`src/rtl/ccr_pkg.sv`:
```
package ccr_pkg;
  localparam int unsigned DATA_W  = 64;
  localparam int unsigned ADDR_W  = 13;
  localparam int unsigned BYTE_LO = 3;
  localparam int unsigned IDX_W   = ADDR_W - BYTE_LO;
  localparam int unsigned N_CTRL  = 6;
  localparam int unsigned N_CFG   = 2;
  localparam int unsigned N_PLAIN = 4;
  localparam int unsigned N_ALIAS = N_CTRL + N_CFG;
  localparam int unsigned N_SLOT  = N_ALIAS + N_PLAIN;
  localparam int unsigned SLOT_W  = $clog2(N_SLOT);

  localparam logic [IDX_W-1:0] CTRL_BASE = 10'h000;
  localparam logic [IDX_W-1:0] CFG_BASE  = 10'h008;
  localparam logic [IDX_W-1:0] SET_OFS   = 10'h010;
  localparam logic [IDX_W-1:0] CLR_OFS   = 10'h020;
  localparam logic [IDX_W-1:0] PLAIN_IDX [N_PLAIN] = '{10'h100, 10'h101, 10'h3FE, 10'h3FF};

  typedef enum logic [1:0] {
    OP_LOAD = 2'd0,
    OP_SET  = 2'd1,
    OP_CLR  = 2'd2
  } wop_e;
endpackage

```
`src/rtl/ccr_decode.sv`:
```
module ccr_decode
  import ccr_pkg::*;
#(
  parameter int unsigned IW  = IDX_W,
  parameter int unsigned NC  = N_CTRL,
  parameter int unsigned NF  = N_CFG,
  parameter int unsigned NP  = N_PLAIN,
  parameter int unsigned SW  = SLOT_W
) (
  input  logic [IW-1:0] idx,
  output logic          hit,
  output logic          wonly,
  output wop_e          op,
  output logic [SW-1:0] slot
);
  localparam int unsigned NA = NC + NF;

  logic [IW-1:0] base;

  always_comb begin
    hit   = 1'b0;
    wonly = 1'b0;
    op    = OP_LOAD;
    slot  = '0;
    base  = '0;
    for (int i = 0; i < NA; i++) begin
      if (i < NC) base = CTRL_BASE + IW'(i);
      else        base = CFG_BASE + IW'(i - NC);
      if (idx == base) begin
        hit  = 1'b1;
        slot = SW'(i);
      end else if (idx == base + SET_OFS) begin
        hit   = 1'b1;
        wonly = 1'b1;
        op    = OP_SET;
        slot  = SW'(i);
      end else if (idx == base + CLR_OFS) begin
        hit   = 1'b1;
        wonly = 1'b1;
        op    = OP_CLR;
        slot  = SW'(i);
      end
    end
    for (int j = 0; j < NP; j++) begin
      if (idx == PLAIN_IDX[j]) begin
        hit  = 1'b1;
        slot = SW'(NA + j);
      end
    end
  end
endmodule

```
`src/rtl/ccr_regbank.sv`:
```
module ccr_regbank
  import ccr_pkg::*;
#(
  parameter int unsigned DW = DATA_W,
  parameter int unsigned NS = N_SLOT,
  parameter int unsigned NA = N_ALIAS,
  parameter int unsigned SW = SLOT_W
) (
  input  logic          clk,
  input  logic          rst_n,
  input  logic          we,
  input  logic [SW-1:0] slot,
  input  wop_e          op,
  input  logic [DW-1:0] wdata,
  output logic [DW-1:0] rdata
);
  logic [DW-1:0] regs [NS];

  for (genvar g = 0; g < NS; g++) begin : g_slot
    logic [DW-1:0] q;
    logic [DW-1:0] nxt;
    if (g < NA) begin : g_alias
      always_comb begin
        unique case (op)
          OP_SET:  nxt = q | wdata;
          OP_CLR:  nxt = q & ~wdata;
          default: nxt = wdata;
        endcase
      end
    end else begin : g_plain
      assign nxt = wdata;
    end
    always_ff @(posedge clk or negedge rst_n) begin
      if (!rst_n)                     q <= '0;
      else if (we && slot == SW'(g))  q <= nxt;
    end
    assign regs[g] = q;
  end

  always_comb begin
    rdata = '0;
    for (int i = 0; i < NS; i++)
      if (slot == SW'(i)) rdata = regs[i];
  end
endmodule

```
`src/rtl/ccr_resp.sv`:
```
module ccr_resp #(
  parameter int unsigned DW = 64
) (
  input  logic          clk,
  input  logic          rst_n,
  input  logic          rd_en,
  input  logic          wr_en,
  input  logic          hit,
  input  logic          wonly,
  input  logic [DW-1:0] sel_data,
  output logic [DW-1:0] rd_data,
  output logic          rd_valid,
  output logic          err
);
  logic bad_rd, bad_wr;

  assign bad_rd = rd_en && (!hit || wonly);
  assign bad_wr = wr_en && !hit;

  always_ff @(posedge clk or negedge rst_n) begin
    if (!rst_n) begin
      rd_data  <= '0;
      rd_valid <= 1'b0;
      err      <= 1'b0;
    end else begin
      rd_valid <= rd_en;
      err      <= bad_rd || bad_wr;
      if (rd_en) rd_data <= bad_rd ? '1 : sel_data;
    end
  end
endmodule

```
`src/rtl/chiplet_ctl_bank.sv`:
```
module chiplet_ctl_bank
  import ccr_pkg::*;
#(
  parameter int unsigned DW = DATA_W,
  parameter int unsigned AW = ADDR_W
) (
  input  logic          clk,
  input  logic          rst_n,
  input  logic          rd_en,
  input  logic          wr_en,
  input  logic [AW-1:0] addr,
  input  logic [DW-1:0] wr_data,
  output logic [DW-1:0] rd_data,
  output logic          rd_valid,
  output logic          err
);
  localparam int unsigned IW = AW - BYTE_LO;

  logic [IW-1:0]     idx;
  logic              hit, wonly;
  wop_e              op;
  logic [SLOT_W-1:0] slot;
  logic [DW-1:0]     sel_data;
  logic              unused_byte_lo;

  assign idx            = addr[AW-1:BYTE_LO];
  assign unused_byte_lo = ^addr[BYTE_LO-1:0];

  ccr_decode #(.IW(IW), .NC(N_CTRL), .NF(N_CFG), .NP(N_PLAIN), .SW(SLOT_W)) u_dec (
    .idx(idx), .hit(hit), .wonly(wonly), .op(op), .slot(slot)
  );

  ccr_regbank #(.DW(DW), .NS(N_SLOT), .NA(N_ALIAS), .SW(SLOT_W)) u_bank (
    .clk(clk), .rst_n(rst_n), .we(wr_en && hit), .slot(slot), .op(op),
    .wdata(wr_data), .rdata(sel_data)
  );

  ccr_resp #(.DW(DW)) u_rsp (
    .clk(clk), .rst_n(rst_n), .rd_en(rd_en), .wr_en(wr_en), .hit(hit),
    .wonly(wonly), .sel_data(sel_data), .rd_data(rd_data),
    .rd_valid(rd_valid), .err(err)
  );
endmodule

```
`config.mk`:
```
export PLATFORM = sky130hd
export DESIGN_NAME = chiplet_ctl_bank
export DESIGN_NICKNAME = d
export VERILOG_FILES = /design/src/rtl/ccr_pkg.sv /design/src/rtl/ccr_decode.sv /design/src/rtl/ccr_regbank.sv /design/src/rtl/ccr_resp.sv /design/src/rtl/chiplet_ctl_bank.sv
export SDC_FILE = /design/constraint.sdc
export NUM_CORES = 1
export LEC_CHECK = 0
export ABC_AREA = 1
export BUFFER_PORTS_ARGS = -buffer_cell sky130_fd_sc_hd__buf_4
export CAP_MARGIN = 10
export CORE_ASPECT_RATIO = 1.25
export CORE_MARGIN = 2
export CORE_UTILIZATION = 30
export CTS_CLUSTER_DIAMETER = 100
export DETAILED_ROUTE_END_ITERATION = 12
export HOLD_SLACK_MARGIN = 0.12
export PLACE_DENSITY_LB_ADDON = 0.2
export REMOVE_ABC_BUFFERS = 1
export SYNTH_ARGS = -nofsm -noshare
export SYNTH_HDL_FRONTEND = slang
export SYNTH_HIERARCHICAL = 1
export SYNTH_SLANG_ARGS = --single-unit
```
`constraint.sdc`:
```
create_clock -name clk -period 1.2 [get_ports clk]
set_input_delay 0.3 -clock clk [delete_from_list [all_inputs] [get_ports clk]]
set_output_delay 0.3 -clock clk [all_outputs]
set_load 0.005 [all_outputs]
```
* Yosys cells after proc, flatten, opt, wreduce, memory -nomap -nowiden
Index checks and enable logic that the tools add are counted.
Operators by class: equal/unequal tests 40, muxes and demuxes 120, bitwise logic cells 17, reductions and logical operators 20
Operators with widths (number):
- one-hot mux 64 bit (2 select lines) | 8
- 2-to-1 mux 64 bit | 13
- bitwise AND 64 bit | 8
- bitwise OR 64 bit | 8
- 2-to-1 mux 4 bit | 24
- equality test 10 x 5 -> 1 bit (second input constant) | 8
- equality test 10 x 6 -> 1 bit (second input constant) | 8
- NOT 64 bit | 1
- 2-to-1 mux 1 bit | 51
- 2-to-1 mux 2 bit | 24
- equality test 10 bit (second input constant) | 2
- equality test 10 x 2 -> 1 bit (second input constant) | 2
- equality test 10 x 3 -> 1 bit (second input constant) | 2
- equality test 10 x 4 -> 1 bit (second input constant) | 2
- equality test 10 x 9 -> 1 bit (second input constant) | 2
- equality test 4 x 3 -> 1 bit (second input constant) | 4
- equality test 4 bit (second input constant) | 4
- logical AND 1 bit | 15
- equality test 10 x 1 -> 1 bit (second input constant) | 1
- logical NOT 10 bit | 1
- equality test 4 x 2 -> 1 bit (second input constant) | 2
- equality test 4 x 1 -> 1 bit (second input constant) | 1
- logical NOT 4 bit | 1
- equality test 2 x 1 -> 1 bit (second input constant) | 1
- 3 further kinds | 4
Storage, ports and cells: flip-flop bits (word level) 834, word-level logic and storage cells 212

* Longest topological paths before layout
depth in word-level cells 40, depth in mapped cells 24, mapped depth without buffers 22

* By module
The synthesis kept the hierarchy.
Modules (own cells, without submodules):
- ccr_regbank | times used 1, cells each 4442, area an instance 35876.9 um2, seq. area each 19218.4 um2
- ccr_resp | times used 1, cells each 477, area an instance 3278.1 um2, seq. area each 1651.6 um2
- ccr_decode | times used 1, cells each 78, area an instance 349.1 um2, seq. area each 0.0 um2
- chiplet_ctl_bank | times used 1, cells each 2, area an instance 7.5 um2, seq. area each 0.0 um2

* Worst setup path after synthesis
No wires, ideal clock.
path type in2reg, from input port addr[12], to register u_rsp.rd_data[2], library setup time 0.130 ns, arrival time 2.092 ns, slack -1.022 ns, stages on the path 19, path buffers 1, cells stage by stage nor2_1 > nand3_1 > a21oi_1 > nor2_1 > inv_1 > nor2_1 > nand2_1 > clkbuf_1 > nor2_1 > nor2_1 > nand3_1 > nand2_1 > nand4_1 > nor2_1 > nand3_1 > inv_1 > nand2_1 > nand2_1 > nand2_1
RTL lines:
- from (decl) | line chiplet_ctl_bank.sv:11 | input logic [AW-1:0] addr,
- equality test 10 x 1 -> 1 bit | line ccr_decode.sv:29 | if (idx == base) begin
- 2-to-1 mux 4 bit | line ccr_decode.sv:29
- 2-to-1 mux 4 bit | line ccr_decode.sv:37 | end else if (idx == base + CLR_OFS) begin
- 2-to-1 mux 4 bit | line ccr_decode.sv:32 | end else if (idx == base + SET_OFS) begin
- 2-to-1 mux 4 bit | line ccr_decode.sv:29
- 2-to-1 mux 4 bit | line ccr_decode.sv:37
- 2-to-1 mux 4 bit | line ccr_decode.sv:32
- 2-to-1 mux 4 bit | line ccr_decode.sv:29
- [12 not listed]
- 2-to-1 mux 4 bit (3 in series) | line ccr_decode.sv:45 | if (idx == PLAIN_IDX[j]) begin
- 2-to-1 mux 4 bit (*) | line ccr_decode.sv:45
- net slot[2] | line chiplet_ctl_bank.sv:22 | logic [SLOT_W-1:0] slot;
- logical NOT 4 bit | line ccr_regbank.sv:43 | if (slot == SW'(i)) rdata = regs[i];
- 2-to-1 mux 64 bit (11 in series) | line ccr_regbank.sv:43
- 2-to-1 mux 64 bit (*) | line ccr_regbank.sv:43
- net sel_data[2] | line chiplet_ctl_bank.sv:23 | logic [DW-1:0] sel_data;
- 2-to-1 mux 64 bit (*) | line ccr_resp.sv:28 | if (rd_en) rd_data <= bad_rd ? '1 : sel_data;
- to (signal assigned) | line ccr_resp.sv:28
- to (decl) | line ccr_resp.sv:11 | output logic [DW-1:0] rd_data,
Mark *: on every way through the listed nets, which the timed path passes. The rest lies on a longest branch. A chain may end at the register's enable or synchronous reset.

* Worst setup path in the final report
from input port addr[5], to register u_rsp.rd_data[12]
The elaborated chain is that of the path after synthesis.

==> flow_summary.html <==
<table>
<tr><th>Metric</th><th>Value</th></tr>
<tr><th colspan="2">Cells and area</th></tr>
<tr><td>Count of inserted antenna diode cells</td><td>0</td></tr>
<tr><td>Layout Cells excl Fill</td><td>7486</td></tr>
<tr><td>Number of fill cells in the layout</td><td>between 10000 and 15000</td></tr>
<tr><td>Layout Nets</td><td>5769</td></tr>
<tr><td>Signed area change from the synthesized netlist to the final layout</td><td>41.5%</td></tr>
<tr><td>Share of final-layout standard cells stronger than drive strength 1</td><td>between 20 and 25%</td></tr>
<tr><th colspan="2">Synthesis</th></tr>
<tr><td>Number of register bits inferred by synthesis</td><td>~830</td></tr>
<tr><td>Fraction of the yosys area taken by sequential cells</td><td>52.8%</td></tr>
<tr><td>Synthesized instance count</td><td>4999</td></tr>
<tr><td>Netlist area before placement</td><td>39500 sq um</td></tr>
<tr><td>Main synth FF type</td><td>sky130_fd_sc_hd__dfrtp_1</td></tr>
<tr><td>Post-synth EDFFs</td><td>0</td></tr>
<tr><td>Average footprint of a synthesized cell</td><td>~8 sq um</td></tr>
<tr><td>Total number of yosys warnings</td><td>6</td></tr>
<tr><td>Number of unique standard cell types used by synthesis</td><td>26</td></tr>
<tr><td>Async set-or-reset flop fraction in the synthesized netlist</td><td>100%</td></tr>
<tr><th colspan="2">Critical path</th></tr>
<tr><td>Cell family with the largest share of critical-path delay</td><td>simple AND/OR/NAND/NOR gates</td></tr>
<tr><td>Type of the worst setup path</td><td>primary input to flop</td></tr>
<tr><td>Critical Path Max Stage Delay</td><td>~0.24 ns</td></tr>
<tr><td>Worst-path cell chain</td><td>buf_12, nand2_2, inv_1, nand3b_1, buf_4, nand3_4, buf_6, inv_4, buf_6, nand2_4, nor2_4, clkinv_4, buf_12, or2_1, nand2_1, nand4_1, nor2_1, nand3_1, inv_1, nand2_1, nand2_1, nand2_1</td></tr>
<tr><td>Most used cell along the critical path</td><td>sky130_fd_sc_hd__nand2_1</td></tr>
<tr><td>CP startpoint</td><td>addr[5]</td></tr>
<tr><td>Worst reg2reg path startpoint</td><td>u_bank/g_slot[1].q[10]$_DFFE_PN0P_</td></tr>
<tr><td>Endpoint arrival time on the critical path</td><td>2.74 ns</td></tr>
<tr><td>Critical Path Sink Type</td><td>flop</td></tr>
<tr><td>End of the worst register-to-register path</td><td>u_rsp/rd_data[10]$_DFFE_PN0P_</td></tr>
<tr><td>Required time at the endpoint of the critical path</td><td>1.78 ns</td></tr>
<tr><td>CP max-delay cell</td><td>sky130_fd_sc_hd__nor2_4</td></tr>
<tr><td>Worst Reg2Reg Path Length in Cells</td><td>12</td></tr>
<tr><td>R2r setup slk</td><td>-0.41 ns</td></tr>
<tr><td>Crit path max fanout</td><td>8</td></tr>
<tr><td>Startpoint Class</td><td>primary input</td></tr>
<tr><td>Worst path buffer plus inverter count</td><td>9</td></tr>
<tr><th colspan="2">Floorplan</th></tr>
<tr><td>Die area</td><td>135000 sq um</td></tr>
<tr><td>Chip width</td><td>329 um</td></tr>
<tr><td>Number of top-level pins</td><td>about 150</td></tr>
<tr><td>Vertical die dimension</td><td>410 um</td></tr>
<tr><td>Core region area</td><td>131000 sq um</td></tr>
<tr><td>Initial cell density of the core</td><td>30.3%</td></tr>
<tr><td>Number of rows created at floorplan</td><td>148</td></tr>
<tr><th colspan="2">Clocking</th></tr>
<tr><td>Clock tree from TritonCTS</td><td>built</td></tr>
<tr><td>Clk pin slew, worst setup/hold paths</td><td>0.06 ns</td></tr>
<tr><td>Clock Latency Late Sink</td><td>0.71 ns</td></tr>
<tr><td>Cts bufs inserted</td><td>94</td></tr>
<tr><td>Clock net sink count</td><td>834</td></tr>
<tr><td># H-tree levels</td><td>3</td></tr>
<tr><td>Maximum number of buffers from clock root to sink</td><td>3</td></tr>
<tr><td>Clock tree root driver cell</td><td>sky130_fd_sc_hd__clkbuf_16</td></tr>
<tr><th colspan="2">Hold path</th></tr>
<tr><td>Hold crit path type</td><td>primary input to async pin</td></tr>
<tr><th colspan="2">Place</th></tr>
<tr><td>Cell count after placement</td><td>7072</td></tr>
<tr><td>Buffers added on ports</td><td>143</td></tr>
<tr><td>Post-DP HPWL</td><td>95.8 mm</td></tr>
<tr><td>Post-Place Setup Slack</td><td>-1.98 ns</td></tr>
<tr><td>Placer Congestion</td><td>0.822</td></tr>
<tr><th colspan="2">Flow run</th></tr>
<tr><td>Max-capacitance violation count</td><td>0</td></tr>
<tr><th colspan="2">Run status</th></tr>
<tr><td>Violations in the final reports</td><td>setup timing</td></tr>
<tr><td>Status</td><td>finished with violations</td></tr>
<tr><th colspan="2">Timing</th></tr>
<tr><td>Max transition margin</td><td>66.4%</td></tr>
<tr><td>Setup Viol. Count Final</td><td>899</td></tr>
<tr><td>Post-layout minimum cycle time</td><td>2.16 ns</td></tr>
<tr><td>Post-Route Skew</td><td>0.0326 ns</td></tr>
<tr><td>Hold Fails Final Rpt</td><td>0</td></tr>
<tr><td>Part of the cycle the worst path needs</td><td>180%</td></tr>
<tr><td>Pin slew with the least headroom to its limit</td><td>0.502 ns</td></tr>
<tr><td>Worst setup margin</td><td>-0.959 ns</td></tr>
<tr><td>Slew Limit Fails</td><td>0</td></tr>
<tr><td>Top achievable clock speed</td><td>0.463 GHz</td></tr>
<tr><td>RSZ-0062 raised after global routing</td><td>true</td></tr>
<tr><th colspan="2">Global routing</th></tr>
<tr><td>Total overflow reported by the global router</td><td>0</td></tr>
<tr><td>Global-route wire length before repair</td><td>~220 mm</td></tr>
<tr><td>Via count of the first global-routing pass</td><td>35300</td></tr>
<tr><td>Number of antenna violations at the first check in global routing</td><td>2</td></tr>
<tr><td>Global Route Usage Sum</td><td>21.6%</td></tr>
<tr><td>Maximum number of pins on one net before global-route repair</td><td>79</td></tr>
<tr><th colspan="2">Route</th></tr>
<tr><td>Routed wirelength normalized by instance count</td><td>21.7 um</td></tr>
<tr><td>Number of optimization iterations in the first detailed-route pass</td><td>6</td></tr>
<tr><td>Final wirelength</td><td>163 mm</td></tr>
<tr><td>Ratio of routed vias to standard cells</td><td>between 5 and 6</td></tr>
<tr><td>Total vias in the final route</td><td>37900</td></tr>
<tr><td>Count of antenna-violating nets left after detailed routing</td><td>0</td></tr>
<tr><td>Starting DRC count in detailed routing</td><td>2797</td></tr>
<tr><td>DRC violations left</td><td>0</td></tr>
<tr><th colspan="2">Pwr</th></tr>
<tr><td>Cell internal pwr</td><td>49100 uW</td></tr>
<tr><td>Areal power density over the cells</td><td>1190 nW/um^2</td></tr>
<tr><td>Pleak</td><td>0.0261 uW</td></tr>
<tr><td>Sequential share of power</td><td>44.3%</td></tr>
<tr><td>Proportion of power drawn by the clock network</td><td>44.4%</td></tr>
<tr><td>Share of total power consumed by net switching</td><td>25.9%</td></tr>
<tr><td>Peak supply drop</td><td>888 uV</td></tr>
<tr><td>Part of the total power dissipated in combinational logic</td><td>11.3%</td></tr>
<tr><td>Switching power of the nets</td><td>17200 uW</td></tr>
</table>
through the flow:
step / power, uW / utilization (%) / TNS (ns) / hold slack [ns] / instance area, sq um
floorplan: 32900 / - / -3971.48 / 0.00441 / 38100
global placement: 36400 / 36.1 / -1268.51 / 0.185 / 47200
detailed placement: 36400 / 36.1 / -1286.88 / 0.178 / 47200
CTS: 66500 / 40.2 / -540.30 / 0.243 / 52500
global route: 69100 / 42.8 / -681.87 / 0.294 / 55900
finish: 66300 / 42.8 / -620.02 / 0.292 / 55900
sequential cells by signal (all words and copies together), names as in the netlist:
name,flops
u_bank/g_slot.q,768
u_rsp/err,1
u_rsp/rd_data,64
u_rsp/rd_valid,1
worst reg2reg max path: cells and delay by family, from the launching register on:
kind / cells / cell delay [ns]
and+or+nand+nor: 11 / 0.96
DFF: 1 / 0.38
buffers and inverters: 1 / 0.14
worst max-delay path by stage:
stage,depth (start not counted),slack (ns),end
finish,22,-0.96,u_rsp/rd_data[12]$_DFFE_PN0P_
global route,22,-1.08,u_rsp/rd_data[12]$_DFFE_PN0P_
CTS,23,-0.81,u_rsp/rd_data[10]$_DFFE_PN0P_
detailed placement,22,-1.98,u_rsp/rd_data[59]$_DFFE_PN0P_
global placement,20,-1.92,u_rsp/rd_data[25]$_DFFE_PN0P_
floorplan,9,-9.35,u_bank/g_slot[0].q[63]$_DFFE_PN0P_
cells in the final DEF (no fill, tap or decap), types with 33 or more instances in the layout:
cell type	instances
sky130_fd_sc_hd__nand4_1	75
sky130_fd_sc_hd__buf_4	532
sky130_fd_sc_hd__or2_2	37
sky130_fd_sc_hd__buf_6	74
sky130_fd_sc_hd__o21ai_1	157
sky130_fd_sc_hd__dfrtp_1	834
sky130_fd_sc_hd__nor2_1	260
sky130_fd_sc_hd__o21ai_0	975
sky130_fd_sc_hd__buf_12	166
sky130_fd_sc_hd__inv_1	401
sky130_fd_sc_hd__nand2_2	49
sky130_fd_sc_hd__a21oi_1	155
sky130_fd_sc_hd__nand2_1	1097
sky130_fd_sc_hd__nor2_2	35
sky130_fd_sc_hd__clkbuf_16	131
sky130_fd_sc_hd__dlygate4sd3_1	68
sky130_fd_sc_hd__a2bb2oi_1	54
sky130_fd_sc_hd__nand3_2	66
sky130_fd_sc_hd__nor2_4	49
sky130_fd_sc_hd__o21ai_2	33
sky130_fd_sc_hd__nand3_1	222
metal layers:
metal / track usage [%] / part of all wire [%]
met1: 27.9 / 42
met3: 2.20 / 5.3
met4: 6.35 / 3.4
met2: 37.9 / 50
met5: 0 / 0
logic make-up (layout without fill, tap and decap cells):
kind of cell / count (synthesis) / count (layout) / share of synthesized area, %
and+or+nand+nor: 1989 / 1993 / 21.0
AOI/OAI and AO/OA: 1414 / 1414 / 18.5
DFF: 834 / 834 / 52.8
buffers and inverters: 760 / 1518 / 7.63
adders and majority gates: 2 / 2 / 0.0633
final cells by class:
type	count	area [sq um]	area share, %
inverters	432	1670	2.98
flip-flops and latches	834	20900	37.3
clock inverters	24	209	0.374
multi-input cells	3409	17500	31.3
clock buffers	147	2910	5.21
well taps	1725	2160	3.86
repair buffers	915	10600	18.9
power by group through the flow:
stage	Clock, uW	Sequential (uW)	Combinational, uW
final	29500	29400	7510
after global routing	31200	29400	8400
after CTS	30100	29300	7090
after detailed placement	0	29800	6610
after global placement	0	29800	6580
after floorplan	0	29700	3150
synth_stat cells (8+ instances only):
| cell | n | area, sq um |
|---|---|---|
| sky130_fd_sc_hd__a21oi_1 | 182 | 911 |
| sky130_fd_sc_hd__a2bb2oi_1 | 63 | 552 |
| sky130_fd_sc_hd__buf_1 | 23 | 86.3 |
| sky130_fd_sc_hd__buf_2 | 72 | 360 |
| sky130_fd_sc_hd__clkbuf_1 | 224 | 841 |
| sky130_fd_sc_hd__dfrtp_1 | 834 | 20900 |
| sky130_fd_sc_hd__inv_1 | 421 | 1580 |
| sky130_fd_sc_hd__inv_2 | 11 | 41.3 |
| sky130_fd_sc_hd__nand2_1 | 1187 | 4460 |
| sky130_fd_sc_hd__nand3_1 | 294 | 1470 |
| sky130_fd_sc_hd__nand4_1 | 75 | 469 |
| sky130_fd_sc_hd__nor2_1 | 333 | 1250 |
| sky130_fd_sc_hd__nor2_2 | 8 | 50.1 |
| sky130_fd_sc_hd__o21ai_0 | 1099 | 5500 |
| sky130_fd_sc_hd__o21ai_1 | 67 | 335 |
| sky130_fd_sc_hd__or2_0 | 20 | 125 |
| sky130_fd_sc_hd__or2_1 | 27 | 169 |
| sky130_fd_sc_hd__or2_2 | 40 | 250 |
repair_timing:
| item | 4_1_cts | 5_1_grt |
|---|---|---|
| setup buffers | 44 | 83 |
| pin swaps | 74 | 183 |
| endpoints found under the hold margin | 1390 | 0 |
| gates cloned | 14 | 51 |
| setup endpoints to repair | 899 | 899 |
| resized for setup | 232 | 522 |
| hold buffers | 68 | 0 |
(Power assumes the default switching activity.)
